===== config.mk =====
export PLATFORM = sky130hd
export DESIGN_NAME = issue_interlock
export DESIGN_NICKNAME = d
export VERILOG_FILES = /design/src/rtl/interlock_pkg.sv /design/src/rtl/interlock_scoreboard.sv /design/src/rtl/interlock_hazard.sv /design/src/rtl/interlock_stall_counter.sv /design/src/rtl/issue_interlock.sv
export SDC_FILE = /design/constraint.sdc
export NUM_CORES = 1
export LEC_CHECK = 0
export ABC_AREA = 0
export BUFFER_PORTS_ARGS = -buffer_cell sky130_fd_sc_hd__buf_4
export CAP_MARGIN = 10
export CORE_MARGIN = 3
export CORE_UTILIZATION = 50
export CTS_CLUSTER_DIAMETER = 30
export DETAILED_ROUTE_END_ITERATION = 16
export GPL_TIMING_DRIVEN = 0
export PLACE_DENSITY = 0.66
export SLEW_MARGIN = 10
export SYNTH_ARGS = -nofsm -noshare
export SYNTH_HDL_FRONTEND = slang
export SYNTH_SLANG_ARGS = --single-unit

===== constraint.sdc =====
create_clock -name clk -period 11.05 [get_ports clk]
set_input_delay 2.21 -clock clk [delete_from_list [all_inputs] [get_ports clk]]
set_output_delay 2.21 -clock clk [all_outputs]
set_load 0.01 [all_outputs]

===== src/rtl/interlock_pkg.sv =====
package interlock_pkg;

  typedef enum logic [2:0] {
    CL_LOAD   = 3'd0,
    CL_STORE  = 3'd1,
    CL_IALU   = 3'd2,
    CL_BRANCH = 3'd3,
    CL_FADD   = 3'd4,
    CL_FMUL   = 3'd5
  } iclass_e;

  // How the producer of a pending result relaxes the wait per consumer role.
  typedef enum logic [1:0] {
    PK_NONE    = 2'd0,
    PK_ANY     = 2'd1,  // every consumer waits the full gap
    PK_BRONLY  = 2'd2,  // only branches wait
    PK_FPRELAX = 2'd3   // store data waits a shorter gap
  } pkind_e;

  function automatic pkind_e kind_of(iclass_e c);
    case (c)
      CL_LOAD:          return PK_ANY;
      CL_IALU:          return PK_BRONLY;
      CL_FADD, CL_FMUL: return PK_FPRELAX;
      default:          return PK_NONE;
    endcase
  endfunction

  function automatic logic has_result(iclass_e c);
    return (c == CL_LOAD) || (c == CL_IALU) || (c == CL_FADD) || (c == CL_FMUL);
  endfunction

endpackage


===== src/rtl/interlock_scoreboard.sv =====
module interlock_scoreboard
  import interlock_pkg::*;
#(
  parameter int IDX_W    = 5,
  parameter int CNT_W    = 3,
  parameter int NRD      = 2,
  parameter bit PIN_ZERO = 1'b0
) (
  input  logic                       clk,
  input  logic                       rst,
  input  logic                       wr_en,
  input  logic [IDX_W-1:0]           wr_idx,
  input  logic [CNT_W-1:0]           wr_cnt,
  input  pkind_e                     wr_kind,
  input  logic [NRD-1:0][IDX_W-1:0]  rd_idx,
  output logic [NRD-1:0][CNT_W-1:0]  rd_cnt,
  output pkind_e [NRD-1:0]           rd_kind
);
  localparam int NREG = 1 << IDX_W;
  localparam int KW   = 2;

  logic [NREG*CNT_W-1:0] cnt_flat;
  logic [NREG*KW-1:0]    kind_flat;

  for (genvar e = 0; e < NREG; e++) begin : g_ent
    if (PIN_ZERO && e == 0) begin : g_pin
      assign cnt_flat[e*CNT_W +: CNT_W] = '0;
      assign kind_flat[e*KW +: KW]      = PK_NONE;
    end else begin : g_live
      logic [CNT_W-1:0] c_q;
      pkind_e           k_q;
      always_ff @(posedge clk) begin
        if (rst) begin
          c_q <= '0;
          k_q <= PK_NONE;
        end else if (wr_en && wr_idx == IDX_W'(e)) begin
          c_q <= wr_cnt;
          k_q <= wr_kind;
        end else if (c_q != '0) begin
          c_q <= c_q - 1'b1;
        end
      end
      assign cnt_flat[e*CNT_W +: CNT_W] = c_q;
      assign kind_flat[e*KW +: KW]      = k_q;
    end
  end

  always_comb begin
    for (int r = 0; r < NRD; r++) begin
      rd_cnt[r]  = cnt_flat[rd_idx[r]*CNT_W +: CNT_W];
      rd_kind[r] = pkind_e'(kind_flat[rd_idx[r]*KW +: KW]);
    end
  end

endmodule


===== src/rtl/interlock_hazard.sv =====
module interlock_hazard
  import interlock_pkg::*;
#(
  parameter int CNT_W        = 3,
  parameter int SDATA_RELIEF = 1
) (
  input  logic             src_use,
  input  pkind_e           src_kind,
  input  logic [CNT_W-1:0] src_remain,
  input  logic             consumer_branch,
  input  logic             as_sdata,
  output logic             hold
);
  logic             exempt;
  logic [CNT_W-1:0] allowed;

  always_comb begin
    exempt  = 1'b0;
    allowed = '0;
    case (src_kind)
      PK_BRONLY:  exempt = !consumer_branch;
      PK_FPRELAX: if (as_sdata) allowed = CNT_W'(SDATA_RELIEF);
      default:    allowed = '0;
    endcase
    hold = src_use && !exempt && (src_remain > allowed);
  end

endmodule


===== src/rtl/interlock_stall_counter.sv =====
module interlock_stall_counter #(
  parameter int STALL_W = 16
) (
  input  logic               clk,
  input  logic               rst,
  input  logic               inc,
  output logic [STALL_W-1:0] count
);
  always_ff @(posedge clk) begin
    if (rst)                       count <= '0;
    else if (inc && count != '1)   count <= count + 1'b1;
  end
endmodule


===== src/rtl/issue_interlock.sv =====
module issue_interlock
  import interlock_pkg::*;
#(
  parameter int IDX_W        = 5,
  parameter int STALL_W      = 16,
  parameter int LOAD_GAP     = 1,
  parameter int IALU_BR_GAP  = 1,
  parameter int FADD_GAP     = 3,
  parameter int FMUL_GAP     = 5,
  parameter int SDATA_RELIEF = 1
) (
  input  logic               clk,
  input  logic               rst,
  input  logic               in_valid,
  output logic               in_ready,
  input  logic [2:0]         in_class,
  input  logic [IDX_W-1:0]   in_dst,
  input  logic               in_dst_fp,
  input  logic               in_dst_we,
  input  logic [IDX_W-1:0]   in_a_idx,
  input  logic               in_a_fp,
  input  logic               in_a_use,
  input  logic [IDX_W-1:0]   in_b_idx,
  input  logic               in_b_fp,
  input  logic               in_b_use,
  input  logic               in_b_sdata,
  output logic               stall,
  output logic               issue,
  output logic [STALL_W-1:0] stall_cnt
);
  localparam int GAP_A   = (LOAD_GAP > IALU_BR_GAP) ? LOAD_GAP : IALU_BR_GAP;
  localparam int GAP_B   = (FADD_GAP > FMUL_GAP) ? FADD_GAP : FMUL_GAP;
  localparam int GAP_MAX = (GAP_A > GAP_B) ? GAP_A : GAP_B;
  localparam int CNT_W   = $clog2(GAP_MAX + 1);
  localparam int NSRC    = 2;

  iclass_e          cls;
  logic [CNT_W-1:0] dest_gap;
  pkind_e           dest_kind;
  logic             wr_int, wr_fp;
  logic [NSRC-1:0]  hold;

  logic [NSRC-1:0][IDX_W-1:0] rd_idx;
  logic [NSRC-1:0][CNT_W-1:0] int_cnt, fp_cnt;
  pkind_e [NSRC-1:0]          int_kind, fp_kind;

  assign cls       = iclass_e'(in_class);
  assign dest_kind = kind_of(cls);
  assign rd_idx    = {in_b_idx, in_a_idx};

  always_comb begin
    case (cls)
      CL_LOAD: dest_gap = CNT_W'(LOAD_GAP);
      CL_IALU: dest_gap = CNT_W'(IALU_BR_GAP);
      CL_FADD: dest_gap = CNT_W'(FADD_GAP);
      CL_FMUL: dest_gap = CNT_W'(FMUL_GAP);
      default: dest_gap = '0;
    endcase
  end

  assign wr_int = issue && in_dst_we && has_result(cls) && !in_dst_fp;
  assign wr_fp  = issue && in_dst_we && has_result(cls) &&  in_dst_fp;

  interlock_scoreboard #(
    .IDX_W(IDX_W), .CNT_W(CNT_W), .NRD(NSRC), .PIN_ZERO(1'b1)
  ) u_sb_int (
    .clk(clk), .rst(rst), .wr_en(wr_int), .wr_idx(in_dst), .wr_cnt(dest_gap),
    .wr_kind(dest_kind), .rd_idx(rd_idx), .rd_cnt(int_cnt), .rd_kind(int_kind)
  );

  interlock_scoreboard #(
    .IDX_W(IDX_W), .CNT_W(CNT_W), .NRD(NSRC), .PIN_ZERO(1'b0)
  ) u_sb_fp (
    .clk(clk), .rst(rst), .wr_en(wr_fp), .wr_idx(in_dst), .wr_cnt(dest_gap),
    .wr_kind(dest_kind), .rd_idx(rd_idx), .rd_cnt(fp_cnt), .rd_kind(fp_kind)
  );

  for (genvar s = 0; s < NSRC; s++) begin : g_src
    logic             use_s, fp_s, sd_s;
    logic [CNT_W-1:0] rem_s;
    pkind_e           kind_s;

    assign use_s  = (s == 0) ? in_a_use : in_b_use;
    assign fp_s   = (s == 0) ? in_a_fp  : in_b_fp;
    assign sd_s   = (s == 1) && in_b_sdata && (cls == CL_STORE);
    assign rem_s  = fp_s ? fp_cnt[s]  : int_cnt[s];
    assign kind_s = fp_s ? fp_kind[s] : int_kind[s];

    interlock_hazard #(
      .CNT_W(CNT_W), .SDATA_RELIEF(SDATA_RELIEF)
    ) u_hz (
      .src_use(use_s), .src_kind(kind_s), .src_remain(rem_s),
      .consumer_branch(cls == CL_BRANCH), .as_sdata(sd_s), .hold(hold[s])
    );
  end

  assign in_ready = ~|hold;
  assign stall    = in_valid && !in_ready;
  assign issue    = in_valid && in_ready;

  interlock_stall_counter #(.STALL_W(STALL_W)) u_cnt (
    .clk(clk), .rst(rst), .inc(stall), .count(stall_cnt)
  );

endmodule


Word-level counts from Yosys, hierarchy flattened
Cells that the tools add are included.
W data, S select, Z words.
{"block": "totals", "mem_count": 0, "ff_bits": 331, "romBits": 0, "latch_bits": 0, "ram_bits": 0}
{"block": "op_classes", "n_mux": 136, "div": 0, "addsub": 64, "mul": 2, "reduce_logical": 214, "eq_ne": 40, "order_cmp": 2, "bitwise": 0, "shifts": 8}
{"operator": "$mux W3", "n": 129}
{"operator": "$shiftx A96 B8 Y3", "n": 4}
{"operator": "$shiftx A64 B7 Y2", "n": 4}
{"operator": "$reduce_bool A3 Y1", "n": 63}
{"operator": "$sub A3 B1 Y3 const B", "n": 63}
{"operator": "$reduce_bool A2 Y1", "n": 63}
{"operator": "$eq A5 B5 Y1 const B", "n": 16}
{"operator": "$logic_and A1 B1 Y1", "n": 75}
{"operator": "$eq A5 B4 Y1 const B", "n": 8}
{"operator": "$eq A5 B3 Y1 const B", "n": 4}
{"operator": "$add A16 B1 Y16 const B", "n": 1}
{"operator": "$ne A16 B16 Y1 const B", "n": 1}
{"operator": "$mul A5 B2 Y7 const B", "n": 2}
{"operator": "$eq A5 B2 Y1 const B", "n": 2}
{"operator": "$pmux W3 S3", "n": 1}
{"operator": "$eq A2 B2 Y1 const B", "n": 3}
{"operator": "$eq A3 B2 Y1 const B", "n": 2}
{"operator": "$eq A3 B3 Y1 const B", "n": 2}
{"operator": "$pmux W2 S3", "n": 1}
{"operator": "$reduce_or A2 Y1", "n": 3}
{"operator": "$eq A5 B1 Y1 const B", "n": 1}
{"operator": "$logic_not A1 Y1", "n": 5}
{"operator": "$logic_not A5 Y1", "n": 1}
{"operator": "$mux W2", "n": 2}
{"operator": "6 further kinds", "n": 10}

Logic depth before layout (Yosys ltp)
{"block": "logic_depth", "word_depth": 15, "depth_mapped": 25, "mapped_depth_nobuf": 17}

Cells and area by module
A second synthesis with hierarchy kept.
{"block": "hier_totals", "cells_unflattened": 2511, "area_unflattened_um2": 22487.8}
{"mod": "interlock_scoreboard at u_sb_int", "cells_per_inst": 1290, "area_per_inst_um2": 10687.8, "n_inst": 1}
{"mod": "interlock_scoreboard at u_sb_fp", "cells_per_inst": 1083, "area_per_inst_um2": 10641.5, "n_inst": 1}
{"mod": "interlock_stall_counter", "cells_per_inst": 99, "area_per_inst_um2": 848.3, "n_inst": 1}
{"mod": "issue_interlock", "cells_per_inst": 27, "area_per_inst_um2": 220.2, "n_inst": 1}
{"mod": "interlock_hazard", "cells_per_inst": 6, "area_per_inst_um2": 45.0, "n_inst": 2}

Least setup slack after synthesis
No wires, ideal clock.
{"block": "synth_path", "path_kind": "input-to-output", "from": "input in_b_idx[0]", "to": "output stall", "required_ps": 8840, "slack_ps": 2189, "stages": 22, "arrival_ps": 6651, "cell_sequence": "buf_6 > buf_12 > buf_4 > buf_4 > buf_2 > buf_2 > mux4_2 > mux4_2 > mux4_2 > inv_1 > ha_1 > nor2_1 > nor2_1 > nand2_1 > a211oi_1 > a311o_1 > a311o_1 > o311a_2 > buf_6 > buf_6 > buf_6 > nor2b_1"}
{"block": "synth_between", "elab_chain_cells": 9, "elab_cells_between_ends": 17, "classes_between": "1 x mul; 1 x order compare; 2 x eq/ne; 4 x shift; 4 x mux; 5 x reduce/logical"}
{"element": "from (decl)", "line": "issue_interlock.sv:23", "source": "input logic [IDX_W-1:0] in_b_idx,"}
{"element": "branches (longest 6 deep; another with $mul A5 B2 Y7)"}
{"element": "$logic_and A1 B1 Y1 *", "line": "interlock_hazard.sv:25", "source": "hold = src_use && !exempt && (src_remain > allowed);"}
{"element": "$reduce_or A2 Y1 *", "line": "issue_interlock.sv:97", "source": "assign in_ready = ~|hold;"}
{"element": "$logic_and A1 B1 Y1 *", "line": "issue_interlock.sv:98", "source": "assign stall = in_valid && !in_ready;"}
{"element": "to (decl)", "line": "issue_interlock.sv:27", "source": "output logic stall,"}
Every way passes the cells marked *.

Final worst setup path
{"block": "layout_path", "from": "input in_b_fp", "to": "output issue"}
{"block": "layout_between", "elab_chain_cells": 9, "elab_cells_between_ends": 13, "classes_between": "1 x order compare; 2 x eq/ne; 4 x mux; 6 x reduce/logical"}
{"element": "from (decl)", "line": "issue_interlock.sv:24", "source": "input logic in_b_fp,"}
{"element": "branches (longest 5 deep; another with $gt A3 B3 Y1)"}
{"element": "$logic_and A1 B1 Y1 *", "line": "interlock_hazard.sv:25"}
{"element": "$reduce_or A2 Y1 *", "line": "issue_interlock.sv:97"}
{"element": "$logic_not A1 Y1 *", "line": "issue_interlock.sv:97"}
{"element": "$logic_and A1 B1 Y1 *", "line": "issue_interlock.sv:99", "source": "assign issue = in_valid && in_ready;"}
{"element": "to (decl)", "line": "issue_interlock.sv:28", "source": "output logic issue,"}
Marks and branches as above.

==> results.sh <==
export IMPL_grt_total_usage_pct=36.3
export IMPL_path_clk_slew_ps=40
export IMPL_syn_area_sq_mm=0.0209
export IMPL_h_tree_depth=3
export IMPL_cts_tree="done"
export IMPL_final_hold_viol_count=0
export IMPL_drt_wl_total_microns=81800
export IMPL_viasPerCell=6.41
export IMPL_end_kind="primary output"
export IMPL_outcome="finished clean"
export IMPL_core_area_sq_mm=0.0411
export IMPL_synth_commonest_cells="dfxtp_1 (331), mux2i_1 (259), nor2_1 (234)"
export IMPL_synth_edff_count=0
export IMPL_setup_violations=0
export IMPL_die_w_microns=211
export IMPL_cts_root_buf="clkbuf_16"
export IMPL_relSlewSlack_pct=8.15
export IMPL_hold_buffers=0
export IMPL_finish_utilization_pct=60.6
export IMPL_maxSlewViolCount=0
export IMPL_peakVddDrop_mv=0.175
export IMPL_grt_pass1_wl_microns=120000
export IMPL_synthCells=2261
export IMPL_startpoint="in_b_fp"
export IMPL_fin_worst_skew_ps=32.8
export IMPL_r2r_start="u_sb_int.g_ent[23].g_live.c_q[0]"
export IMPL_grt_util_met2_pct=55.9
export IMPL_reg2reg_to="u_sb_fp.g_ent[21].g_live.c_q[2]"
export IMPL_antenna_found_initial=2
export IMPL_rr_worst_depth=15
export IMPL_ant_nets=0
export IMPL_grt_met3_usage_pct=9.85
export IMPL_hpwl_microns=59100
export IMPL_top_usage_layer="met2"
export IMPL_period_share_pct=100
export IMPL_cts_buffer_depth=3
export IMPL_yosys_cell_count_top_type="dfxtp_1"
export IMPL_tightest_slew_ps=1380
export IMPL_holdCritPathClass="register to register"
export IMPL_worst_path_max_fanout=10
export IMPL_grt_pass1_vias=19133
export IMPL_synth_ff_type="dfxtp_1"
export IMPL_power_density_mw_per_mm2=268
export IMPL_cts_sink_count=331
export IMPL_die_y_microns=211
export IMPL_hold_slack_ps=469
export IMPL_arrival_ps=8840
export IMPL_max_freq_mhz=90.5
export IMPL_overflow=0
export IMPL_start_kind="input port"
export IMPL_drtIter0Drc=2402
export IMPL_first_pass_iters=6
export IMPL_fin_nets=2547
export IMPL_drive_gt1_share_pct=15.8
export IMPL_synth_area_leaders="dfxtp_1 (32%), mux2i_1 (12%), ha_1 (7.7%)"
export IMPL_crit_required_ps=8840
export IMPL_timing_worst_setup_path_type="input port to primary output"
export IMPL_cp_endpoint="issue"
export IMPL_ys_ff_latch=331
export IMPL_io_buffers=40
export IMPL_cts_buffers=88
export IMPL_ios=47
export IMPL_initial_core_util_pct=50.9
export IMPL_dr_total_vias=19170
export IMPL_num_rows=74
export IMPL_clk_latency_ps=610
export IMPL_yosysTopAreaCell="dfxtp_1"
export IMPL_synth_top_area_share_pct=31.7
export IMPL_routabilityCongestion=1.08
export IMPL_avgSynthCellArea_sq_um=9.26
export IMPL_ys_seq_area_share_pct=31.7
export IMPL_dieArea_sq_mm=0.0444
export IMPL_p_leak_nw=11.2
export IMPL_rsz0062_at_grt="false"
export IMPL_drcViolationCount=0
export IMPL_met1_usage_pct=45.5
export IMPL_async_flop_share_pct=0
export IMPL_synth_fp_nets=2417
export IMPL_synth_distinct_cells=71
export IMPL_grt_max_degree=12
export IMPL_min_period_ps=11050
export IMPL_max_cap_viol_count=0
export IMPL_routedWlPerCell_microns=27.3
export IMPL_area_delta_synth_final_pct=18.9
export IMPL_r2r_slack_ps=6240
export IMPL_synth_warnings=0
power breakdown:
| group | total (mW) | internal (mW) | leakage (nW) | switching [mW] |
|---|---|---|---|---|
| combinational | 2.28 | 1.07 | 7.01 | 1.21 |
| clock | 2.55 | 1.77 | 1.47 | 0.783 |
| sequential | 1.84 | 1.51 | 2.71 | 0.336 |
per-stage QoR:
step	total power, mW	cell area [sq um]	instances	setup TNS [ps]	setup slack, ps
CTS	6.64	24900	2991	0	233
global route	7.06	24900	2991	0	104
floorplan	3.52	20900	2261	0	2190
global placement	3.94	21900	2833	-151	-103
detailed placement	4.07	21900	2833	-171	-114
finish	6.68	24900	2992	0	0.303
logic make-up (layout without fill, tap and decap cells):
| group | Yosys count | in the layout | share of synthesized area, % |
|---|---|---|---|
| simple gates | 743 | 743 | 19.4 |
| mux | 394 | 394 | 22.8 |
| flops | 331 | 331 | 31.7 |
| buf+inv | 307 | 505 | 6.13 |
| compound gates | 295 | 295 | 9.73 |
| fa+ha+maj | 128 | 128 | 7.65 |
| xor+xnor | 63 | 63 | 2.64 |
| other cells | 0 | 1 | 0 |
worst max-delay path, stage by stage:
cell and delay [ps]:
buf_4 130, buf_2 370, buf_2 460, buf_1 980
clkbuf_2 690, mux4_2 460, mux4_2 570, mux4_2 470
inv_1 70, ha_1 220, nor2_1 230, nor2_1 100
nand2_1 110, a211oi_1 90, a311o_1 380, a311o_1 300
o311a_2 170, buf_6 180, buf_6 160, buf_6 140
and2_1 150, buf_4 140
state kept, by name, indices dropped and copies added (netlist names):
name,flops
u_cnt.count,16
u_sb_fp.g_ent.g_live.c_q,96
u_sb_fp.g_ent.g_live.k_q,64
u_sb_int.g_ent.g_live.c_q,93
u_sb_int.g_ent.g_live.k_q,62
per-layer routing:
metal  share of wire [%]  up-vias
met5               0.028        -
met4                 6.7        4
met3                  11      302
met2                  44     1166
met1                  39     9346
li1                    -     8352
how the worst min path moves through the flow:
stage	end	from	cells after the start	slack, ps
floorplan	u_sb_fp.g_ent[1].g_live.k_q[0]	u_sb_fp.g_ent[1].g_live.k_q[0]	2	440
global placement	u_sb_fp.g_ent[1].g_live.k_q[0]	u_sb_fp.g_ent[1].g_live.k_q[0]	2	450
detailed placement	u_sb_fp.g_ent[1].g_live.k_q[0]	u_sb_fp.g_ent[1].g_live.k_q[0]	2	460
CTS	u_sb_fp.g_ent[1].g_live.k_q[0]	u_sb_fp.g_ent[1].g_live.k_q[0]	2	470
global route	u_sb_fp.g_ent[31].g_live.k_q[0]	u_sb_fp.g_ent[31].g_live.k_q[0]	2	500
finish	u_sb_fp.g_ent[1].g_live.k_q[0]	u_sb_fp.g_ent[1].g_live.k_q[0]	2	470
placed cells by master (no fill, tap or decap), types with 22 or more instances in the layout:
cell type | synthesis | layout
clkbuf_1 | 88 | 99
mux2i_1 | 259 | 259
inv_1 | 164 | 164
clkbuf_16 | 0 | 92
xnor2_1 | 63 | 63
nor2_1 | 234 | 234
a211o_1 | 40 | 40
a31oi_1 | 22 | 22
nor3b_1 | 23 | 23
nand2_1 | 81 | 81
mux4_2 | 59 | 59
mux2_2 | 68 | 68
buf_2 | 24 | 24
nand4_1 | 52 | 52
a21oi_1 | 101 | 101
nand2b_1 | 175 | 175
dfxtp_1 | 331 | 331
nor4_1 | 26 | 25
buf_4 | 6 | 46
ha_1 | 128 | 128
o211ai_1 | 28 | 28
nor3_1 | 47 | 47
layout make-up:
class	instances	area [sq um]
fill	3492	16200
tap	532	666
buffer	140	658
multi-input combinational	1623	13000
inverter	167	627
clock buffer	120	2570
sequential	331	6630
antenna	1	2.50
clock inverter	38	422
timing repair buffer	40	300
what timing repair did:
action                                  4_1_cts  5_1_grt
resized for setup                             1        0
buffers inserted                              0        0
endpoints found under the setup margin        2        0
(Power assumes the default switching activity.)
